$ cat config.mk
export PLATFORM = sky130hd
export DESIGN_NAME = tcx_mode_ctrl
export DESIGN_NICKNAME = d
export VERILOG_FILES = /design/src/rtl/tcx_pkg.sv /design/src/rtl/tcx_sync.sv /design/src/rtl/tcx_lane_cfg.sv /design/src/rtl/tcx_aux_timer.sv /design/src/rtl/tcx_mode_ctrl.sv
export SDC_FILE = /design/constraint.sdc
export NUM_CORES = 1
export LEC_CHECK = 0
export BUFFER_PORTS_ARGS = -buffer_cell sky130_fd_sc_hd__clkbuf_2
export CORE_UTILIZATION = 30
export CTS_CLUSTER_DIAMETER = 80
export DETAILED_ROUTE_END_ITERATION = 8
export GPL_ROUTABILITY_DRIVEN = 0
export GPL_TIMING_DRIVEN = 1
export PLACE_DENSITY = 0.58
export SETUP_SLACK_MARGIN = 0.02
export SLEW_MARGIN = 20
export SYNTH_ARGS = -nofsm -noshare
export SYNTH_HDL_FRONTEND = slang
export SYNTH_HIERARCHICAL = 1
export SYNTH_SLANG_ARGS = --single-unit
$ cat constraint.sdc
create_clock -name clk -period 1.6 [get_ports clk]
set_clock_uncertainty 0.05 [all_clocks]
set_input_delay 0.08 -clock clk [delete_from_list [all_inputs] [get_ports clk]]
set_output_delay 0.08 -clock clk [all_outputs]
set_load 0.02 [all_outputs]
$ cat src/rtl/tcx_pkg.sv
package tcx_pkg;
  localparam int NUM_CH = 4;
  localparam int ROLE_W = 2;

  typedef enum logic [ROLE_W-1:0] {
    ROLE_OFF  = 2'b00,
    ROLE_USB  = 2'b01,
    ROLE_DP   = 2'b10,
    ROLE_CUST = 2'b11
  } role_e;

  typedef struct packed {
    logic  en;
    logic  dir;
    logic  eq;
    role_e role;
  } chan_cfg_t;

  localparam logic [1:0] MODE_OFF  = 2'b00;
  localparam logic [1:0] MODE_USB  = 2'b01;
  localparam logic [1:0] MODE_ALT4 = 2'b10;
  localparam logic [1:0] MODE_MIX  = 2'b11;
endpackage

$ cat src/rtl/tcx_sync.sv
module tcx_sync #(
  parameter int WIDTH  = 1,
  parameter int STAGES = 2
) (
  input  logic             clk,
  input  logic             rst,
  input  logic [WIDTH-1:0] d,
  output logic [WIDTH-1:0] q
);
  logic [WIDTH-1:0] stage_q [STAGES];

  always_ff @(posedge clk) begin
    if (rst) begin
      for (int i = 0; i < STAGES; i++) stage_q[i] <= '0;
    end else begin
      stage_q[0] <= d;
      for (int i = 1; i < STAGES; i++) stage_q[i] <= stage_q[i-1];
    end
  end

  assign q = stage_q[STAGES-1];
endmodule

$ cat src/rtl/tcx_lane_cfg.sv
module tcx_lane_cfg
  import tcx_pkg::*;
#(
  parameter int CH_IDX = 0
) (
  input  logic [1:0] mode,
  input  logic       flip,
  input  logic       sink,
  input  logic       custom,
  input  logic       swap,
  output chan_cfg_t  cfg
);
  localparam bit IS_RX    = (CH_IDX % 2) == 0;
  localparam bit ON_PAIR2 = CH_IDX >= 2;

  logic  usb_pair;
  logic  active;
  role_e role;
  logic  dir_base;

  assign usb_pair = (ON_PAIR2 == flip);

  always_comb begin
    active = 1'b0;
    role   = ROLE_OFF;
    unique case (mode)
      MODE_USB:  begin active = usb_pair; role = ROLE_USB; end
      MODE_ALT4: begin active = 1'b1;     role = custom ? ROLE_CUST : ROLE_DP; end
      MODE_MIX:  begin
        active = 1'b1;
        role   = usb_pair ? ROLE_USB : (custom ? ROLE_CUST : ROLE_DP);
      end
      default:   begin active = 1'b0;     role = ROLE_OFF; end
    endcase
  end

  always_comb begin
    cfg = '0;
    if (active) begin
      if (role == ROLE_DP) begin
        dir_base = 1'b0;
        cfg.eq   = 1'b0;
      end else begin
        dir_base = IS_RX ^ sink;
        cfg.eq   = IS_RX;
      end
      cfg.en   = 1'b1;
      cfg.dir  = dir_base ^ swap;
      cfg.eq   = cfg.eq ^ swap;
      cfg.role = role;
    end else begin
      dir_base = 1'b0;
    end
  end
endmodule

$ cat src/rtl/tcx_aux_timer.sv
module tcx_aux_timer #(
  parameter int unsigned OPEN_CYC = 250000,
  localparam int CNT_W = $clog2(OPEN_CYC + 1)
) (
  input  logic       clk,
  input  logic       rst,
  input  logic       alt_on,
  input  logic       flip,
  output logic [1:0] p_sel,
  output logic [1:0] n_sel
);
  localparam logic [CNT_W-1:0] LIMIT = CNT_W'(OPEN_CYC);

  logic [CNT_W-1:0] cnt_q;
  logic [1:0]       p_q, n_q;

  always_ff @(posedge clk) begin
    if (rst) begin
      cnt_q <= LIMIT;
      p_q   <= 2'b00;
      n_q   <= 2'b00;
    end else if (alt_on) begin
      cnt_q <= '0;
      p_q   <= flip ? 2'b10 : 2'b01;
      n_q   <= flip ? 2'b01 : 2'b10;
    end else if (cnt_q == LIMIT) begin
      p_q   <= 2'b00;
      n_q   <= 2'b00;
    end else begin
      cnt_q <= cnt_q + 1'b1;
    end
  end

  assign p_sel = p_q;
  assign n_sel = n_q;

  AST_AUX_DISJOINT: assert property (@(posedge clk) disable iff (rst)
    $onehot0(p_q) && $onehot0(n_q) && ((p_q & n_q) == 2'b00));
  AST_AUX_HOLD: assert property (@(posedge clk) disable iff (rst)
    (!alt_on && cnt_q != LIMIT) |=> $stable(p_q) && $stable(n_q));
  AST_AUX_CANCEL: assert property (@(posedge clk) disable iff (rst)
    alt_on |=> (p_q != 2'b00) && (cnt_q == '0));
endmodule

$ cat src/rtl/tcx_mode_ctrl.sv
module tcx_mode_ctrl
  import tcx_pkg::*;
#(
  parameter int unsigned CLK_HZ = 125000000,
  localparam int unsigned OPEN_CYC = CLK_HZ / 500
) (
  input  logic                      clk,
  input  logic                      rst,
  input  logic                      orient_sink,
  input  logic                      alt_custom,
  input  logic [1:0]                mode_sel,
  input  logic                      flip,
  input  logic                      xswap,
  output logic [NUM_CH-1:0]         ch_en,
  output logic [NUM_CH-1:0]         ch_dir,
  output logic [NUM_CH-1:0]         ch_eq,
  output logic [NUM_CH*ROLE_W-1:0]  ch_role,
  output logic [1:0]                aux_p_sel,
  output logic [1:0]                aux_n_sel
);
  localparam int PIN_W = 6;

  logic [PIN_W-1:0] pins_s;
  logic             sink_s, cust_s, flip_s, swap_s;
  logic [1:0]       mode_s;

  tcx_sync #(.WIDTH(PIN_W), .STAGES(2)) u_sync (
    .clk (clk),
    .rst (rst),
    .d   ({xswap, flip, mode_sel, alt_custom, orient_sink}),
    .q   (pins_s)
  );
  assign {swap_s, flip_s, mode_s, cust_s, sink_s} = pins_s;

  // power-up USB-only hold, released by low-high-low on mode bit 0
  logic pdef_q, seen_hi_q;
  always_ff @(posedge clk) begin
    if (rst) begin
      pdef_q    <= 1'b1;
      seen_hi_q <= 1'b0;
    end else if (pdef_q) begin
      if (mode_s[0])      seen_hi_q <= 1'b1;
      else if (seen_hi_q) pdef_q    <= 1'b0;
    end
  end

  logic [1:0] mode_eff;
  assign mode_eff = pdef_q ? MODE_USB : mode_s;

  chan_cfg_t cfg_d [NUM_CH];
  chan_cfg_t cfg_q [NUM_CH];

  for (genvar c = 0; c < NUM_CH; c++) begin : g_ch
    tcx_lane_cfg #(.CH_IDX(c)) u_lane (
      .mode   (mode_eff),
      .flip   (flip_s),
      .sink   (sink_s),
      .custom (cust_s),
      .swap   (swap_s),
      .cfg    (cfg_d[c])
    );

    always_ff @(posedge clk) begin
      if (rst) cfg_q[c] <= '0;
      else     cfg_q[c] <= cfg_d[c];
    end

    assign ch_en[c]                   = cfg_q[c].en;
    assign ch_dir[c]                  = cfg_q[c].dir;
    assign ch_eq[c]                   = cfg_q[c].eq;
    assign ch_role[c*ROLE_W +: ROLE_W] = cfg_q[c].role;

    AST_OFF_ZERO: assert property (@(posedge clk) disable iff (rst)
      !cfg_q[c].en |-> (!cfg_q[c].dir && !cfg_q[c].eq && cfg_q[c].role == ROLE_OFF));
    AST_DEFAULT_NO_ALT: assert property (@(posedge clk) disable iff (rst)
      pdef_q |=> (cfg_q[c].role != ROLE_DP && cfg_q[c].role != ROLE_CUST));
  end

  tcx_aux_timer #(.OPEN_CYC(OPEN_CYC)) u_aux (
    .clk    (clk),
    .rst    (rst),
    .alt_on (mode_s[1]),
    .flip   (flip_s),
    .p_sel  (aux_p_sel),
    .n_sel  (aux_n_sel)
  );

  AST_DEFAULT_ONEWAY: assert property (@(posedge clk) disable iff (rst)
    !pdef_q |=> !pdef_q);
  AST_DEFAULT_USB_PAIR: assert property (@(posedge clk) disable iff (rst)
    pdef_q |=> ($countones(ch_en) == 2));
endmodule

## Word-level counts from Yosys, hierarchy flattened

Memory sizes are Yosys's and may differ from the RTL's.
Index checks and enable logic that the tools add are counted.

| storage, ports and cells | value |
|---|---|
| bits of input ports | 8 |
| flip-flop bits (word level) | 24 |
| bits in writable memories | 32 |
| memories | 2 |

Memories:

| memory | words | bits a word | rd ports | clocked after Yosys merged registers in | wr ports | RTL line | source |
|---|---|---|---|---|---|---|---|
| cfg_q | 4 | 5 | 4 | 0 | 4 | tcx_mode_ctrl.sv:51 | `chan_cfg_t cfg_q [NUM_CH];` |
| u_sync.stage_q | 2 | 6 | 2 | 0 | 2 | tcx_sync.sv:10 | `logic [WIDTH-1:0] stage_q [STAGES];` |

| cells by class | value |
|---|---|
| reduce and logical (&&, ||, !) cells | 4 |
| equal/unequal tests | 7 |
| mux-type cells | 45 |
| bitwise logic cells | 16 |
| add/sub/neg operators | 1 |

Operators by type and width:

| operator | count |
|---|---|
| 5-bit 2-to-1 mux | 8 |
| 18-bit 2-to-1 mux | 2 |
| 1-bit 2-to-1 mux | 21 |
| 18-bit by 1-bit adder with 18-bit output (second input constant) | 1 |
| 18-bit == test (second input constant) | 1 |
| 2-bit 2-to-1 mux | 8 |
| 6-bit 2-to-1 mux | 2 |
| 2-bit one-hot mux with 3 select lines | 2 |
| 2-bit == test (second input constant) | 4 |
| 1-bit bitwise XOR | 8 |
| 1-bit bitwise OR | 6 |
| 1-bit one-hot mux with 2 select lines | 2 |
| 2-bit OR reduction | 2 |
| 2-bit by 1-bit == test with 1-bit output (second input constant) | 1 |
| 2-bit inequality test (second input constant) | 1 |
| 1-bit NOT | 2 |
| 2-bit AND reduction | 1 |
| 2-bit nonzero test | 1 |

## Longest topological paths before layout

Gate-level depths: netlist of the first run.
An unclocked memory read counts as a cell.

| depth | value |
|---|---|
| word-level depth | 10 |
| gate-level depth with buffers | 6 |

## Cells and area by module

Netlist of the first run, hierarchy kept.

Modules (own cells, without submodules):

| module | cells an instance | sequential area each (um2) | area an instance (um2) | instances |
|---|---|---|---|---|
| tcx_aux_timer | 119 | 400.4 | 991.0 | 1 |
| tcx_mode_ctrl | 50 | 440.4 | 613.1 | 1 |
| tcx_sync | 31 | 240.2 | 411.6 | 1 |
| tcx_lane_cfg (g_ch[0].u_lane) | 14 | 0.0 | 88.8 | 1 |
| tcx_lane_cfg (g_ch[2].u_lane) | 13 | 0.0 | 83.8 | 1 |
| tcx_lane_cfg (g_ch[3].u_lane) | 13 | 0.0 | 77.6 | 1 |
| tcx_lane_cfg (g_ch[1].u_lane) | 13 | 0.0 | 68.8 | 1 |

## Least setup slack after synthesis of the first run

Ideal clock, no wire load.

| path | value |
|---|---|
| path kind | register to register |
| start point | register u_aux.cnt_q[0] |
| end point | register u_aux.cnt_q[0] |
| arrival | 1567 ps |
| stages on the path, launching flop included | 7 |
| buffers on the path | 0 |
| data required time | 1418 ps |
| slack | -148 ps |
| cells stage by stage | dfxtp_1 > inv_1 > ha_1 > or4b_4 > or3_1 > nor3_1 > nor3_1 |

| on the way | value |
|---|---|
| word-level cells in the longest chain between the ends | 1 |
| elaborated cells between the ends (all ways) | 2 |
| those cells by class | 1 x add/sub; 1 x eq/ne |

RTL lines:

| element | RTL line | source |
|---|---|---|
| start: declaration | tcx_aux_timer.sv:14 | `logic [CNT_W-1:0] cnt_q;` |
| start signal: assignment | tcx_aux_timer.sv:30 | `cnt_q <= cnt_q + 1'b1;` |
| 18-bit by 1-bit adder with 18-bit output or 18-bit == test (tied branches) | tcx_aux_timer.sv:30, tcx_aux_timer.sv:26 |  |

Several ways; a longest one is shown, not always the timed one.
A chain may end at the register's enable or synchronous reset.

## Final worst setup path of the first run

| path | value |
|---|---|
| start point | register u_aux.cnt_q[1] |
| end point | register u_aux.cnt_q[1] |

Same word-level chain as after synthesis.

==> qor.txt, run 1 <==
die area: 0.00814 mm^2
Tot GR Track Use: 11.2%
initial DRC count: 74
EDFF count, synth: 0
YS warnings: 6
Vias: 1809
distinct cell type count after synthesis: 42
Chip Height: 90.2 um
drt first pass iters: 4
grt ovf: 0
post-placement cell count: 392
CP max FO: 3
leading area contributor after synthesis: dfxtp_1
share of layout cells above drive strength 1: 35.0%
Die Width: 90.2 um
CTS tree: yes
clock latency on the worst-skew pair: 0.31 ns
DR DRC count: 0
CP max stage delay: 0.46 ns
initial antenna violation count: 0
I/O pins: 32
row count: 31
WL per Instance: 10.8 um
MaxCap Viol Count: 0
Setup Viol. Count Final: 7
area of the mapped netlist: 0.00233 mm^2
Core Box Area: 0.00737 mm^2
syn_nets: 263
ys flop type: dfxtp_1
WP data arrival: 1.90 ns
fraction of registers with async set/reset: 0%
Least-Margin Pin Slew: 0.556 ns
Post-DRT Antenna Nets: 0
final core utilization: 41.0%
port bufs: 31
final setup margin: -0.166 ns
Area growth syn-to-layout: 29.3%
CP Cell Sequence: inv_2 > ha_4 > or4b_4 > or3_4 > o21ai_2 > a21oi_1
DR vias/cell: 4.41
Initial Utilization: 31.7%
commonest cells after routing, fill and taps aside: 52 x dfxtp_1, 31 x clkbuf_2, 30 x buf_4
post-route insts no fill: 410
Seq/Total Area, Yosys: 46.3%
worst vdd ir: 0.000346 V
FF+latch count, synth: 54
failing checks: setup timing
part of the cycle the worst path needs: 110%
post-synth top area share: 46.3%
max-slew violation count: 0
cell area power density: 941 mW/mm^2
Setup Crit Path Kind: register to register
Synth area leaders: dfxtp_1 46%, nor2b_1 6.4%, buf_4 4.2%
register area: 0.00108 mm^2
Num CTS Buffers: 5
Clock Tree Buf Depth: 2
CP required: 1.73 ns
clock root buffer: clkbuf_8
Hold Fails Final Rpt: 0
Reg2Reg Setup Slack: -0.17 ns
Buf/Inv on CP: 1
Fill cells: 739
CP Launch Type: register
n_diodes: 0
clock transition at the registers of the reported paths: 0.09 ns
first-pass GRT wire length: 7450 um
status: finished with violations
most common cell after layout, fill and taps aside: dfxtp_1
clk sink count: 54
post-detail-place hpwl: 3010 um
RSZ-0062 raised after global routing: true
DRT Wirelength: 4430 um
min Tclk post-route: 1.77 ns
Layout Nets: 320
cell leakage power: 1.22 nW
hold crit path type: primary input to register
largest delay contributor family on the critical path: simple AND/OR/NAND/NOR gates
vias in the first global route: 1642
area of the multi-input gates: 0.00122 mm^2
relative slew slack: 62.9%
H-tree levels: 2
largest net degree at the start of global routing: 38
Post-Syn Instances: 253
Critical Path Sink Type: register
Crit-path slowest cell: or4b_4
Fmax: 566 MHz
Post-Syn Area per Cell: 9.23 um^2
-- what timing repair did --
| action | CTS | global route |
|---|---|---|
| hold buffers | 6 | 0 |
| setup endpoints to repair | 10 | 16 |
| setup buffers | 3 | 1 |
| gates resized for setup | 11 | 12 |
| pin swaps | 13 | 6 |
| endpoints found under the hold margin | 6 | 0 |
-- cells by family (layout without fill, tap and decap cells) --
family	Yosys count	count (layout)	synth area share [%]
muxes	1	1	0.429
AOI/OAI and AO/OA	36	36	9.70
DFF	54	54	46.3
xor gates and xnor gates	12	12	4.50
and+or+nand+nor	122	122	31.4
buffers and inverters	26	84	6.64
adders and majority gates	2	2	1.07
-- layout make-up --
class,count,share of cell area [%]
clock inverter,3,1.58
timing repair buffer,67,14.6
sequential,54,35.9
inverter,9,1.12
clock buffer,5,2.28
multi-input combinational,173,40.4
tap,99,4.10
-- layer usage --
metal  track usage (%)  vias up  wire [um]
met4              4.84        0         81
met2              18.0       33       1970
met1              14.8      812       2240
met3              2.03        7        144
met5                 0        -          0
li1                  -      957          -
-- where the power goes --
part           internal, mW  switching [mW]  total, mW
sequential             1.41          0.0387       1.44
clock                 0.474           0.446      0.920
combinational         0.238           0.237      0.475
total                  2.12           0.722       2.84
-- registers in the layout (all words and copies together) (netlist names) --
name / flops
pdef_q: 1
cfg_q: 20
u_aux/n_sel: 1
u_aux/p_sel: 1
u_aux/cnt_q: 18
u_sync/stage_q: 12
seen_hi_q: 1
-- synthesized netlist by cell type, types with 5 or more instances --
library cell,number
a21oi_1,12
and2_1,6
buf_4,13
dfxtp_1,54
inv_1,8
nand2_1,19
nand2b_1,6
nand3_1,11
nor2_1,14
nor2b_1,24
nor2b_2,8
nor3_1,8
nor4_1,5
o21ai_0,9
xnor2_1,10
-- final timing paths --
kind	cells after the start	from	to
setup / recovery	6	u_aux/cnt_q[1]	u_aux/cnt_q[1]
hold / removal	3	rst	u_aux/cnt_q[14]
setup reg to reg	6	u_aux/cnt_q[1]	u_aux/cnt_q[1]
hold reg to reg	1	u_sync/stage_q[0][1]	u_sync/stage_q[0][7]
-- through the flow --
stage	hold slack [ns]	setup TNS (ns)	area [um^2]	power (mW)	worst slack, ns
after floorplan	0.102	-0.220	2340	1.73	-0.123
after global placement	0.242	-0.498	2690	1.84	-0.147
after detailed placement	0.242	-0.709	2690	1.85	-0.164
after CTS	0.118	-0.646	2950	2.85	-0.165
after global routing	0.176	-1.55	3020	2.99	-0.227
final	0.132	-0.665	3020	2.84	-0.166
-- worst reg2reg max path: cells and delay by family, from the launching register on --
kind | cells | cell delay [ns]
AO/OA/AOI/OAI | 2 | 0.21
flip-flops | 1 | 0.34
adder cells (fa/ha/maj) | 1 | 0.12
buffers and inverters | 1 | 0.06
AND/OR/NAND/NOR | 2 | 0.87
(Power assumes the default switching activity.)
==> inputs of run 2 (changes only) <==
--- a/config.mk
+++ b/config.mk
@@ -11,7 +11,7 @@
 export DETAILED_ROUTE_END_ITERATION = 8
 export GPL_ROUTABILITY_DRIVEN = 0
 export GPL_TIMING_DRIVEN = 1
-export PLACE_DENSITY = 0.58
+export PLACE_DENSITY = 0.61
 export SETUP_SLACK_MARGIN = 0.02
 export SLEW_MARGIN = 20
 export SYNTH_ARGS = -nofsm -noshare
==> run 2 against run 1 <==
Against the previous run:
- the run still ends with setup timing left
- die area unchanged
- fmax decreased by 1.1%
- sequential share of layout area increased by 0.33 points
- sequential power about the same
- critical path depth unchanged
- largest power group unchanged
- routed wire length increased by 0.23%
- utilization decreased by 0.37 points
- non-clock buffer count decreased by 1
==> qor.txt, run 2 (synthesized netlist as in run 1, its figures left out) <==
max-slew violation count: 0
Hold Fails Final Rpt: 0
initial DRC count: 81
Tot Pwr: 2.86 mW
clock latency on the worst-skew pair: 0.30 ns
final setup margin: -0.186 ns
grt ovf: 0
Critical Path Sink Type: register
max reg flops: 20
FF-to-FF End: u_aux/cnt_q[1]
end point of the critical path: u_aux/cnt_q[1]
cell area power density: 958 mW/mm^2
Num CTS Buffers: 5
Setup Viol. Count Final: 10
DRT Wirelength: 4440 um
n_diodes: 0
WP data arrival: 1.91 ns
Fmax: 560 MHz
Tot GR Track Use: 11.4%
Top reg by flops: cfg_q
commonest cells after routing, fill and taps aside: 52 x dfxtp_1, 31 x clkbuf_2, 27 x buf_4
worst reg-to-reg path cell count: 6
relative slew slack: 68.5%
hold slack final: 0.137 ns
DR vias/cell: 4.45
part of the cycle the worst path needs: 112%
Fill cells: 742
Least-Margin Pin Slew: 0.472 ns
area of the multi-input gates: 0.00119 mm^2
Reg2Reg Setup Slack: -0.19 ns
Setup Crit Path Kind: register to register
status: finished with violations
CTS tree: yes
worst vdd ir: 0.000391 V
Initial Utilization: 31.7%
vias in the first global route: 1658
Vias: 1819
RSZ-0062 raised after global routing: true
DR DRC count: 0
largest net degree at the start of global routing: 38
initial antenna violation count: 0
Area growth syn-to-layout: 28.1%
clk sink count: 54
share of layout cells above drive strength 1: 33.5%
min Tclk post-route: 1.79 ns
register area: 0.00108 mm^2
clock root buffer: clkbuf_8
CP required: 1.73 ns
I/O pins: 32
WL per Instance: 10.9 um
Layout Nets: 319
H-tree levels: 2
post-route insts no fill: 409
drt first pass iters: 4
Core Box Area: 0.00737 mm^2
first-pass GRT wire length: 7570 um
Area after DPL: 0.00269 mm^2
port bufs: 31
CP Launch Type: register
CP max FO: 3
Die Width: 90.2 um
most common cell after layout, fill and taps aside: dfxtp_1
die area: 0.00814 mm^2
Post-DRT Antenna Nets: 0
row count: 31
cell leakage power: 1.22 nW
Largest regs: cfg_q (20), u_aux/cnt_q (18), u_sync/stage_q (12)
Worst Setup SP: u_aux/cnt_q[1]
post-detail-place hpwl: 2950 um
r2r startpoint: u_aux/cnt_q[1]
post-placement cell count: 392
failing checks: setup timing
hold crit path type: primary input to register
MaxCap Viol Count: 0
Post-Layout Inst Area: 0.00299 mm^2
clock transition at the registers of the reported paths: 0.09 ns
Clock Tree Buf Depth: 2
Chip Height: 90.2 um
run 2: timing repair:
action	4_1_cts	5_1_grt
setup endpoints to repair	9	13
resized for setup	5	14
pin swaps	5	8
hold endpoints to repair	6	0
setup buffers	1	2
hold buffers	6	0
run 2: worst min-delay path by stage:
stage | start | endpoint | slack, ns | depth (start not counted)
floorplan | rst | cfg_q[1][4] | 0.10 | 1
global placement | alt_custom | u_sync/stage_q[0][1] | 0.24 | 2
detailed placement | alt_custom | u_sync/stage_q[0][1] | 0.24 | 2
CTS | rst | u_aux/cnt_q[14] | 0.12 | 3
global route | rst | u_aux/cnt_q[16] | 0.15 | 3
finish | rst | u_aux/cnt_q[14] | 0.14 | 3
run 2: final cells by class:
cell class,count,share of cell area [%]
clock inverters,2,1.30
multi-input cells,173,39.7
flip-flops and latches,54,36.2
well taps,99,4.14
inverters,9,1.13
repair buffers,66,14.7
clock buffers,6,2.76
run 2: power breakdown:
part	total, mW	switching, mW	leakage [nW]	internal, mW
Combinational	0.472	0.237	0.711	0.235
Clock	0.949	0.434	0.0618	0.515
Sequential	1.44	0.0371	0.443	1.41
run 2: through the flow:
stage                     utilization [%]  setup TNS, ns  setup WS, ns
after floorplan                         -         -0.220        -0.123
after global placement               36.5         -0.504        -0.142
after detailed placement             36.5         -0.538        -0.145
after CTS                            39.5         -0.575        -0.141
after global routing                 40.6          -1.65        -0.229
final                                40.6         -0.973        -0.186
run 2: per-layer routing:
| layer | GRT usage, % | vias up | share of wire [%] |
|---|---|---|---|
| met5 | 0 | - | 0 |
| met4 | 4.44 | 0 | 0.90 |
| met3 | 2.54 | 2 | 4.1 |
| met2 | 18.7 | 36 | 48 |
| met1 | 14.6 | 822 | 47 |
| li1 | - | 959 | - |
run 2: worst max-delay path, cell delays in order (launching register included):
cell	delay, ns
dfxtp_2	0.34
inv_2	0.07
ha_4	0.13
or4b_4	0.47
or3_4	0.42
o21ai_2	0.13
a21oi_2	0.07
